<file path="src/rtl/eoi_trk_pkg.sv">
package eoi_trk_pkg;
  typedef enum logic {
    WALK_IDLE = 1'b0,
    WALK_RUN  = 1'b1
  } walk_state_e;
endpackage

</file>
<file path="src/rtl/eoi_walk_seq.sv">
module eoi_walk_seq
  import eoi_trk_pkg::*;
#(
  parameter int NUM_CPUS = 16,
  localparam int IDX_W = (NUM_CPUS > 1) ? $clog2(NUM_CPUS) : 1
) (
  input  logic             clk,
  input  logic             rst_n,
  input  logic             kick,
  output logic             busy,
  output logic [IDX_W-1:0] idx,
  output logic             last
);
  walk_state_e state;

  assign busy = (state == WALK_RUN);
  assign last = busy && (idx == IDX_W'(NUM_CPUS - 1));

  always_ff @(posedge clk) begin
    if (!rst_n) begin
      state <= WALK_IDLE;
      idx   <= '0;
    end else if (kick) begin
      state <= WALK_RUN;
      idx   <= '0;
    end else if (busy) begin
      if (last) begin
        state <= WALK_IDLE;
        idx   <= '0;
      end else begin
        idx <= idx + IDX_W'(1);
      end
    end
  end
endmodule

</file>
<file path="src/rtl/eoi_hold_set.sv">
module eoi_hold_set #(
  parameter int NUM_CPUS = 16,
  localparam int IDX_W = (NUM_CPUS > 1) ? $clog2(NUM_CPUS) : 1
) (
  input  logic             clk,
  input  logic             rst_n,
  input  logic             push,
  input  logic [IDX_W-1:0] push_idx,
  input  logic             pop,
  input  logic [IDX_W-1:0] pop_idx,
  output logic             any,
  output logic [IDX_W-1:0] sel
);
  logic [NUM_CPUS-1:0] held;
  logic [NUM_CPUS-1:0] push_mask;
  logic [NUM_CPUS-1:0] pop_mask;

  for (genvar g = 0; g < NUM_CPUS; g++) begin : g_mask
    assign push_mask[g] = push && (push_idx == IDX_W'(g));
    assign pop_mask[g]  = pop  && (pop_idx  == IDX_W'(g));
  end

  assign any = |held;

  always_comb begin
    sel = '0;
    for (int i = NUM_CPUS - 1; i >= 0; i--) begin
      if (held[i]) sel = IDX_W'(i);
    end
  end

  always_ff @(posedge clk) begin
    if (!rst_n) held <= '0;
    else        held <= (held & ~pop_mask) | push_mask;
  end
endmodule

</file>
<file path="src/rtl/eoi_coalesce_tracker.sv">
module eoi_coalesce_tracker
  import eoi_trk_pkg::*;
#(
  parameter int NUM_CPUS = 16,
  localparam int IDX_W = (NUM_CPUS > 1) ? $clog2(NUM_CPUS) : 1,
  localparam int CNT_W = $clog2(2 * NUM_CPUS + 1)
) (
  input  logic                clk,
  input  logic                rst_n,
  input  logic                dlv_valid,
  input  logic                dlv_ok,
  input  logic [CNT_W-1:0]    dlv_count,
  input  logic [NUM_CPUS-1:0] dlv_map,
  output logic                dlv_err,
  input  logic                eoi_valid,
  input  logic [IDX_W-1:0]    eoi_cpu,
  input  logic                line_req,
  output logic                line_coalesced,
  output logic                line_fwd,
  input  logic                resync_req,
  input  logic                resync_full,
  input  logic [NUM_CPUS-1:0] cpu_pending,
  input  logic [NUM_CPUS-1:0] cpu_match,
  output logic                resync_busy,
  output logic [CNT_W-1:0]    pending_cnt
);
  function automatic logic [CNT_W-1:0] load_value(input logic ok, input logic [CNT_W-1:0] n);
    if (!ok) return '0;
    if (int'(n) > NUM_CPUS) return CNT_W'(NUM_CPUS);
    return n;
  endfunction

  function automatic logic [CNT_W-1:0] cnt_up(input logic [CNT_W-1:0] c);
    return c + CNT_W'(1);
  endfunction

  function automatic logic [CNT_W-1:0] cnt_down(input logic [CNT_W-1:0] c);
    return c - CNT_W'(1);
  endfunction

  logic [NUM_CPUS-1:0] ack_map;
  logic [CNT_W-1:0]    cnt;
  logic                cnt_zero;

  logic                busy;
  logic [IDX_W-1:0]    walk_idx;
  logic                walk_last;
  logic                walk_kick;

  logic                hold_any;
  logic [IDX_W-1:0]    hold_sel;
  logic                eoi_pop;

  logic                start;
  logic                walk_diff, walk_set, walk_clr, walk_under;
  logic                dlv_accept;
  logic [CNT_W-1:0]    dlv_load;
  logic                eoi_hit, eoi_clr, eoi_under;
  logic                underflow, zero_now;

  eoi_walk_seq #(.NUM_CPUS(NUM_CPUS)) u_walk (
    .clk  (clk),
    .rst_n(rst_n),
    .kick (walk_kick),
    .busy (busy),
    .idx  (walk_idx),
    .last (walk_last)
  );

  eoi_hold_set #(.NUM_CPUS(NUM_CPUS)) u_hold (
    .clk     (clk),
    .rst_n   (rst_n),
    .push    (eoi_valid),
    .push_idx(eoi_cpu),
    .pop     (eoi_pop),
    .pop_idx (hold_sel),
    .any     (hold_any),
    .sel     (hold_sel)
  );

  assign cnt_zero   = (cnt == '0);
  assign start      = resync_req && !busy;

  assign walk_diff  = busy && cpu_match[walk_idx] && (cpu_pending[walk_idx] != ack_map[walk_idx]);
  assign walk_set   = walk_diff && cpu_pending[walk_idx];
  assign walk_clr   = walk_diff && !cpu_pending[walk_idx] && !cnt_zero;
  assign walk_under = walk_diff && !cpu_pending[walk_idx] && cnt_zero;

  assign dlv_accept = dlv_valid && !busy && !start && cnt_zero;
  assign dlv_err    = dlv_valid && !dlv_accept;
  assign dlv_load   = load_value(dlv_ok, dlv_count);

  assign eoi_pop    = !busy && !start && !dlv_accept && hold_any;
  assign eoi_hit    = eoi_pop && ack_map[hold_sel];
  assign eoi_clr    = eoi_hit && !cnt_zero;
  assign eoi_under  = eoi_hit && cnt_zero;

  assign underflow  = walk_under || eoi_under;
  assign zero_now   = underflow || (start && resync_full);
  assign walk_kick  = start || underflow;

  always_ff @(posedge clk) begin
    if (!rst_n) begin
      ack_map <= '0;
      cnt     <= '0;
    end else if (zero_now) begin
      ack_map <= '0;
      cnt     <= '0;
    end else if (walk_set) begin
      ack_map[walk_idx] <= 1'b1;
      cnt               <= cnt_up(cnt);
    end else if (walk_clr) begin
      ack_map[walk_idx] <= 1'b0;
      cnt               <= cnt_down(cnt);
    end else if (dlv_accept) begin
      ack_map <= dlv_map;
      cnt     <= dlv_load;
    end else if (eoi_clr) begin
      ack_map[hold_sel] <= 1'b0;
      cnt               <= cnt_down(cnt);
    end
  end

  assign line_coalesced = line_req && (!cnt_zero || busy);
  assign line_fwd       = line_req && cnt_zero && !busy;
  assign resync_busy    = busy;
  assign pending_cnt    = cnt;
endmodule

</file>
<file path="config.mk">
export PLATFORM = sky130hd
export DESIGN_NAME = eoi_coalesce_tracker
export DESIGN_NICKNAME = d
export VERILOG_FILES = /design/src/rtl/eoi_trk_pkg.sv /design/src/rtl/eoi_walk_seq.sv /design/src/rtl/eoi_hold_set.sv /design/src/rtl/eoi_coalesce_tracker.sv
export SDC_FILE = /design/constraint.sdc
export NUM_CORES = 1
export LEC_CHECK = 0
export BUFFER_PORTS_ARGS = -buffer_cell sky130_fd_sc_hd__clkbuf_2
export CAP_MARGIN = 20
export CORE_ASPECT_RATIO = 1.5
export CORE_MARGIN = 3
export CORE_UTILIZATION = 50
export DETAILED_ROUTE_END_ITERATION = 10
export PLACE_DENSITY = 0.74
export SYNTH_ARGS = -nofsm -noshare
export SYNTH_HDL_FRONTEND = slang
export SYNTH_HIERARCHICAL = 1
export SYNTH_SLANG_ARGS = --single-unit
</file>
<file path="constraint.sdc">
create_clock -name clk -period 9.7 [get_ports clk]
set_clock_uncertainty 0.1 [all_clocks]
set_input_delay 0.485 -clock clk [delete_from_list [all_inputs] [get_ports clk]]
set_output_delay 0.485 -clock clk [all_outputs]
set_load 0.02 [all_outputs]
</file>
# Word-level counts from Yosys, hierarchy flattened

Index checks and enable logic that the tools add are counted.

Register bits: 43

Add/sub/neg operators: 3
Bitwise logic cells: 9
$lt $le $gt $ge: 5
Muxes and demuxes: 46
Reductions and logical operators: 72
Equal/unequal tests: 32

Operators with widths:

| kind                                                              | count |
|---|---|
| equality test 4 bit, second input constant                        | 17 |
| two-way mux 4 bit                                                 | 17 |
| two-way mux 16 bit                                                | 4 |
| logical AND 1 bit                                                 | 56 |
| bitwise AND 16 bit                                                | 3 |
| two-way mux 6 bit                                                 | 8 |
| NOT 16 bit                                                        | 3 |
| equality test 4 x 3 -> 1 bit, second input constant               | 8 |
| bitwise OR 16 bit                                                 | 2 |
| binary-select mux 1 bit (select 4 bit)                            | 4 |
| equality test 4 x 2 -> 1 bit, second input constant               | 4 |
| OR reduction 16 bit                                               | 1 |
| two-way mux 1 bit                                                 | 11 |
| less-than comparator 4 x 5 -> 1 bit, second input constant        | 2 |
| demux 1 bit (select 4 bit)                                        | 2 |
| equality test 4 x 1 -> 1 bit, second input constant               | 2 |
| greater-or-equal comparator 4 x 1 -> 1 bit, second input constant | 2 |
| zero test 4 bit                                                   | 2 |
| adder 6 x 1 -> 6 bit, second input constant                       | 1 |
| greater-than comparator 6 x 5 -> 1 bit, second input constant     | 1 |
| zero test 6 bit                                                   | 1 |
| subtractor 6 x 1 -> 6 bit, second input constant                  | 1 |
| zero test 1 bit                                                   | 5 |
| adder 4 x 1 -> 4 bit, second input constant                       | 1 |
| 5 further kinds                                                   | 9 |

# Depth between registers and ports, before layout

Word-level depth: 26
Mapped depth: 13
Mapped depth without buffers: 12

# Modules after synthesis

Netlist, hierarchy kept.

Modules (own cells, without submodules):

| module               | cells an instance | area an instance (um2) | sequential area each (um2) | instances |
|---|---|---|---|---|
| eoi_coalesce_tracker | 338               | 2509.9                 | 440.4                      | 1 |
| eoi_hold_set         | 116               | 888.4                  | 320.3                      | 1 |
| eoi_walk_seq         | 23                | 214.0                  | 100.1                      | 1 |

# Least setup slack after synthesis

Ideal clock, no wire load.

Path kind: reg2reg
From: reg u_hold.held[14]
To: reg cnt[4] (netlist: pending_cnt[4])
Setup time: 72 ps
Data arrival time: 2864 ps
Path slack: 6664 ps
Path buffers: 2
Cell stages (with the launch flop): 14
Clock period less this slack: 3036 ps
Cells stage by stage: dfxtp_1 -> inv_1 -> a21oi_1 -> o311a_1 -> o22ai_1 -> buf_2 -> mux4_2 -> nand3b_1 -> nand4_1 -> a31oi_1 -> buf_2 -> o21ai_1 -> a31oi_1 -> mux2i_1

Word-level cells in the longest chain between the ends: 22

RTL lines:

| item                                        | line                        | source |
|---|---|---|
| from (decl)                                 | eoi_hold_set.sv:14          | `logic [NUM_CPUS-1:0] held;` |
| from (signal assigned)                      | eoi_hold_set.sv:34          | `else held <= (held & ~pop_mask) \| push_mask;` |
| two-way mux 4 bit (*) (15 in a row)         | eoi_hold_set.sv:28          | `if (held[i]) sel = IDX_W'(i);` |
| via hold_sel[0]                             | eoi_coalesce_tracker.sv:51  | `logic [IDX_W-1:0] hold_sel;` |
| binary-select mux 1 bit (select 4 bit) (*)  | eoi_coalesce_tracker.sv:94  | `assign eoi_hit = eoi_pop && ack_map[hold_sel];` |
| two-way mux 1 bit (implied by the code) (*) | eoi_coalesce_tracker.sv:94  |  |
| logical AND 1 bit (*)                       | eoi_coalesce_tracker.sv:94  |  |
| logical AND 1 bit                           | eoi_coalesce_tracker.sv:96  | `assign eoi_under = eoi_hit && cnt_zero;` |
| logical OR 1 bit                            | eoi_coalesce_tracker.sv:98  | `assign underflow = walk_under \|\| eoi_under;` |
| logical OR 1 bit                            | eoi_coalesce_tracker.sv:99  | `assign zero_now = underflow \|\| (start && resync_full);` |
| OR reduction 2 bit (no source line)         | -                           |  |
| to (signal assigned)                        | eoi_coalesce_tracker.sv:111 | `cnt <= cnt_up(cnt);` |
| to (signal assigned)                        | eoi_coalesce_tracker.sv:114 | `cnt <= cnt_down(cnt);` |
| to (signal assigned)                        | eoi_coalesce_tracker.sv:117 | `cnt <= dlv_load;` |
| to (decl)                                   | eoi_coalesce_tracker.sv:42  | `logic [CNT_W-1:0] cnt;` |

Mark *: on every way through the listed nets, which the timed path passes. The rest lies on a longest branch. The select of a mux whose other input is x is not followed.
A chain may end at the register's enable or synchronous reset.

# Final worst setup path

From: reg u_hold.held[14]
To: reg cnt[0] (netlist: pending_cnt[0])

Same word-level chain as after synthesis.

==> results.rst <==
.. list-table::
   :header-rows: 1

   * - Metric
     - Value
   * - Overall die area
     - ~8300 sq um
   * - Placed cell count
     - roughly 610
   * - Clock tree from TritonCTS
     - yes
   * - Total congestion overflow
     - 0
   * - PD cells
     - between 100 and 150 nW/um^2
   * - Setup repair after global routing missed its margin
     - false
   * - Post-synthesis sequential element count
     - 43
   * - Critical path type
     - reg2reg
   * - Data required time of the worst path
     - ~9.8 ns
   * - Final antenna diode count
     - 0
   * - Cts bufs inserted
     - 5
   * - Global-route usage over all layers
     - 0.264
   * - Worst voltage drop across the vdd grid
     - slightly above 90 uV
   * - Vias in the first global route
     - 3725
   * - Result of the run
     - complete, no violations
   * - Top cell type's share of synthesized area
     - 0.238
   * - Syn Nets
     - 546
   * - Count of cells resized by post-cts repair
     - 0
   * - Fraction of the cycle the final worst path needs
     - 0.364
   * - Max capacitance violation total
     - 0
   * - Endpoints failing hold
     - 0
   * - Post-Synthesis Cell Area
     - 3610 sq um
   * - Critical register-to-register path endpoint
     - pending_cnt[0]
   * - Critical path startpoint
     - u_hold/held[14]
   * - TritonRoute pass-1 iters
     - 5
   * - Average footprint of a synthesized cell
     - roughly 7.6 sq um
   * - Fin crit period
     - roughly 3.5 ns
   * - H-tree levels
     - 2
   * - Max-slew violation total from the final report
     - 0
   * - Placed wire-length estimate after detailed placement
     - between 7 and 8 mm
   * - Worst hold-check path type
     - in2reg
   * - Total of endpoints with negative setup slack in the final report
     - 0
   * - Worst Hold Slack
     - 0.389 ns
   * - Area delta synth->final
     - 13.8%
   * - Placeable core region
     - 6940 sq um
   * - Largest fanout on the critical path
     - 22
   * - Total detailed-routing wirelength
     - 10.7 mm
   * - Nets
     - 610
   * - Setup slack, reg-to-reg
     - just over 6 ns
   * - Async SR Flop Fraction
     - 0
   * - Number of filler cells placed in the layout
     - roughly 640
   * - Global-route wire length before repair
     - between 15 and 20 mm
   * - Cell type with the highest aggregate area in the netlist
     - sky130_fd_sc_hd__dfxtp_1
   * - WP data arrival
     - about 3.6 ns
   * - Via Count
     - slightly below 4000
   * - Post-DRT Antenna Nets
     - 0
   * - Maximum count of clock buffers along a single path
     - 2
   * - Hold buffer count at CTS
     - 0
   * - Die Height
     - approximately 110 microns
   * - Total negative slack for setup checks
     - 0 ns
   * - Part of the Yosys area used for sequential elements
     - 0.238
   * - Relative slew slack
     - 0.366
   * - Maximum clock rate
     - roughly 280 MHz
   * - Number of flops mapped to enable cells by yosys
     - 0
   * - Number of cells produced by synthesis
     - 477
   * - Static leakage power
     - approximately 1.5 nW
   * - Pin count of the biggest net entering global routing
     - 44
   * - Starting density of the core
     - 0.520
   * - Synth Warn #
     - 6
   * - Via density
     - roughly 6.3
   * - Gp weighted congestion
     - 0.976
   * - Root buf cell
     - sky130_fd_sc_hd__clkbuf_8
   * - Input/output buffers
     - 75
   * - Most common flop cell mapped by yosys
     - sky130_fd_sc_hd__dfxtp_1
   * - Horizontal die dimension
     - between 70 and 80 microns
   * - Antenna violations before repair
     - 0
   * - Area contributors post-synth
     - sky130_fd_sc_hd__dfxtp_1 24%, sky130_fd_sc_hd__o21ai_0 8.7%, sky130_fd_sc_hd__nand2_1 6.9%
   * - Critical register-to-register path startpoint
     - u_hold/held[14]
   * - Share of layout cells above drive strength 1
     - 0.220
   * - Critical Path End Type
     - register
   * - Post-CTS Setup Repair Bufs
     - 0
   * - Type of origin of the critical path
     - register
   * - Number of primary I/O pins
     - 76
   * - Layout Cells excl Fill
     - 620
   * - Later-pin clock latency in the skew report
     - about 0.31 ns
   * - Least-Margin Pin Slew
     - around 0.95 ns
   * - Count of standard-cell rows
     - 37
   * - Clock transition time at the flip-flop clock pins of the worst setup and hold paths
     - around 0.090 ns
   * - Count of cell types in the netlist
     - about 60
   * - Depth of the worst register-to-register path
     - 13
   * - Average detailed-routed wire length per instance
     - roughly 17 microns
   * - Capturing instance or port of the critical path
     - pending_cnt[0]
   * - Sink Count
     - 43
   * - Remaining routing DRC violations
     - 0
   * - First-iteration detailed-routing DRC count
     - around 290
## stage by stage
step	worst slack (ns)	util	power [mW]	area [sq um]
CTS	6.20	0.592	0.580	4110
detailed placement	6.22	0.575	0.433	4000
finish	6.17	0.592	0.577	4110
global route	5.86	0.592	0.610	4110
floorplan	6.66	-	0.368	3610
global placement	6.34	0.575	0.427	4000
## routing by layer
layer	track usage	wire (microns)
met5	0	0
met3	0.0472	816
met4	0.120	408
met2	0.463	5510
met1	0.302	3980
## worst min-delay path by stage
stage,from,endpoint,cells past startpoint
after global placement,u_hold/held[14],u_hold/held[14],2
after floorplan,u_hold/held[14],u_hold/held[14],2
after CTS,eoi_valid,u_hold/held[4],3
final,eoi_valid,u_hold/held[4],3
after detailed placement,u_hold/held[15],u_hold/held[15],2
after global routing,eoi_valid,u_hold/held[4],3
## cells in the mapped netlist, drive strengths merged, types with 12 or more instances
cell type  instances
nor2              31
nand3             18
dfxtp             43
mux4              12
o211ai            19
nor3              13
nand2b            17
a21boi            16
nand2             66
a21oi             28
buf               16
o21ai             85
## logic make-up after synthesis
group | after synthesis | synth area share
buffers and inverters | 38 | 0.0547
multiplexers | 22 | 0.106
adder cells (fa/ha/maj) | 3 | 0.0104
AO/OA/AOI/OAI | 173 | 0.297
XOR/XNOR | 3 | 0.00728
AND/OR/NAND/NOR | 195 | 0.287
flip-flops | 43 | 0.238
## power by group
group          switching (mW)  internal, mW  leakage (nW)
sequential             0.0216         0.192         0.350
clock                  0.0700        0.0768        0.0581
combinational           0.128        0.0882          1.10
total                   0.220         0.357          1.50
## layout make-up
type                            instances  area (sq um)  share of cell area
Sequential cell                        43           861               0.210
Tap cell                               78          97.6              0.0238
Multi-Input combinational cell        396          2550               0.621
Clock inverter                          3          43.8              0.0107
Clock buffer                            5          68.8              0.0167
Timing Repair Buffer                   84           443               0.108
Inverter                               11          41.3              0.0100
## cells in the final DEF, fill, tap and decap left out, drive strengths merged, types with 2 or more instances in the layout
master	n
buf	9
a22oi	5
a21oi	28
inv	11
mux2i	10
nor2	31
o21ai	85
xor2	2
nand4	8
a31oi	4
dfxtp	43
nor3b	5
nand3b	5
o211ai	19
nor2b	9
ha	3
a21boi	16
clkbuf	80
nor3	13
or2	4
o21a	4
nand2b	17
mux4	12
and3	7
nor4	4
nand3	18
nand2	66
clkinv	2
o31ai	2
o31a	3
## worst max-delay path: stages, from the launching register on
cell                       delay [ns]
sky130_fd_sc_hd__dfxtp_1         0.33
sky130_fd_sc_hd__inv_1           0.05
sky130_fd_sc_hd__a21oi_1         0.06
sky130_fd_sc_hd__o311a_1         0.29
sky130_fd_sc_hd__o22ai_1         0.18
sky130_fd_sc_hd__buf_4           0.24
sky130_fd_sc_hd__mux4_2          0.51
sky130_fd_sc_hd__nand3b_1        0.10
sky130_fd_sc_hd__nand4_1         0.15
sky130_fd_sc_hd__a31oi_1         0.20
sky130_fd_sc_hd__buf_4           0.27
sky130_fd_sc_hd__o211ai_2        0.45
sky130_fd_sc_hd__nor3b_1         0.30
sky130_fd_sc_hd__o21a_1          0.19
## registers in the layout, indices dropped and copies added, names as in the netlist
signal and cells:
ack_map 16, u_hold/held 16, pending_cnt 6, u_walk/busy 1, u_walk/idx 4
No activity file was read; power rests on OpenSTA's default activity.
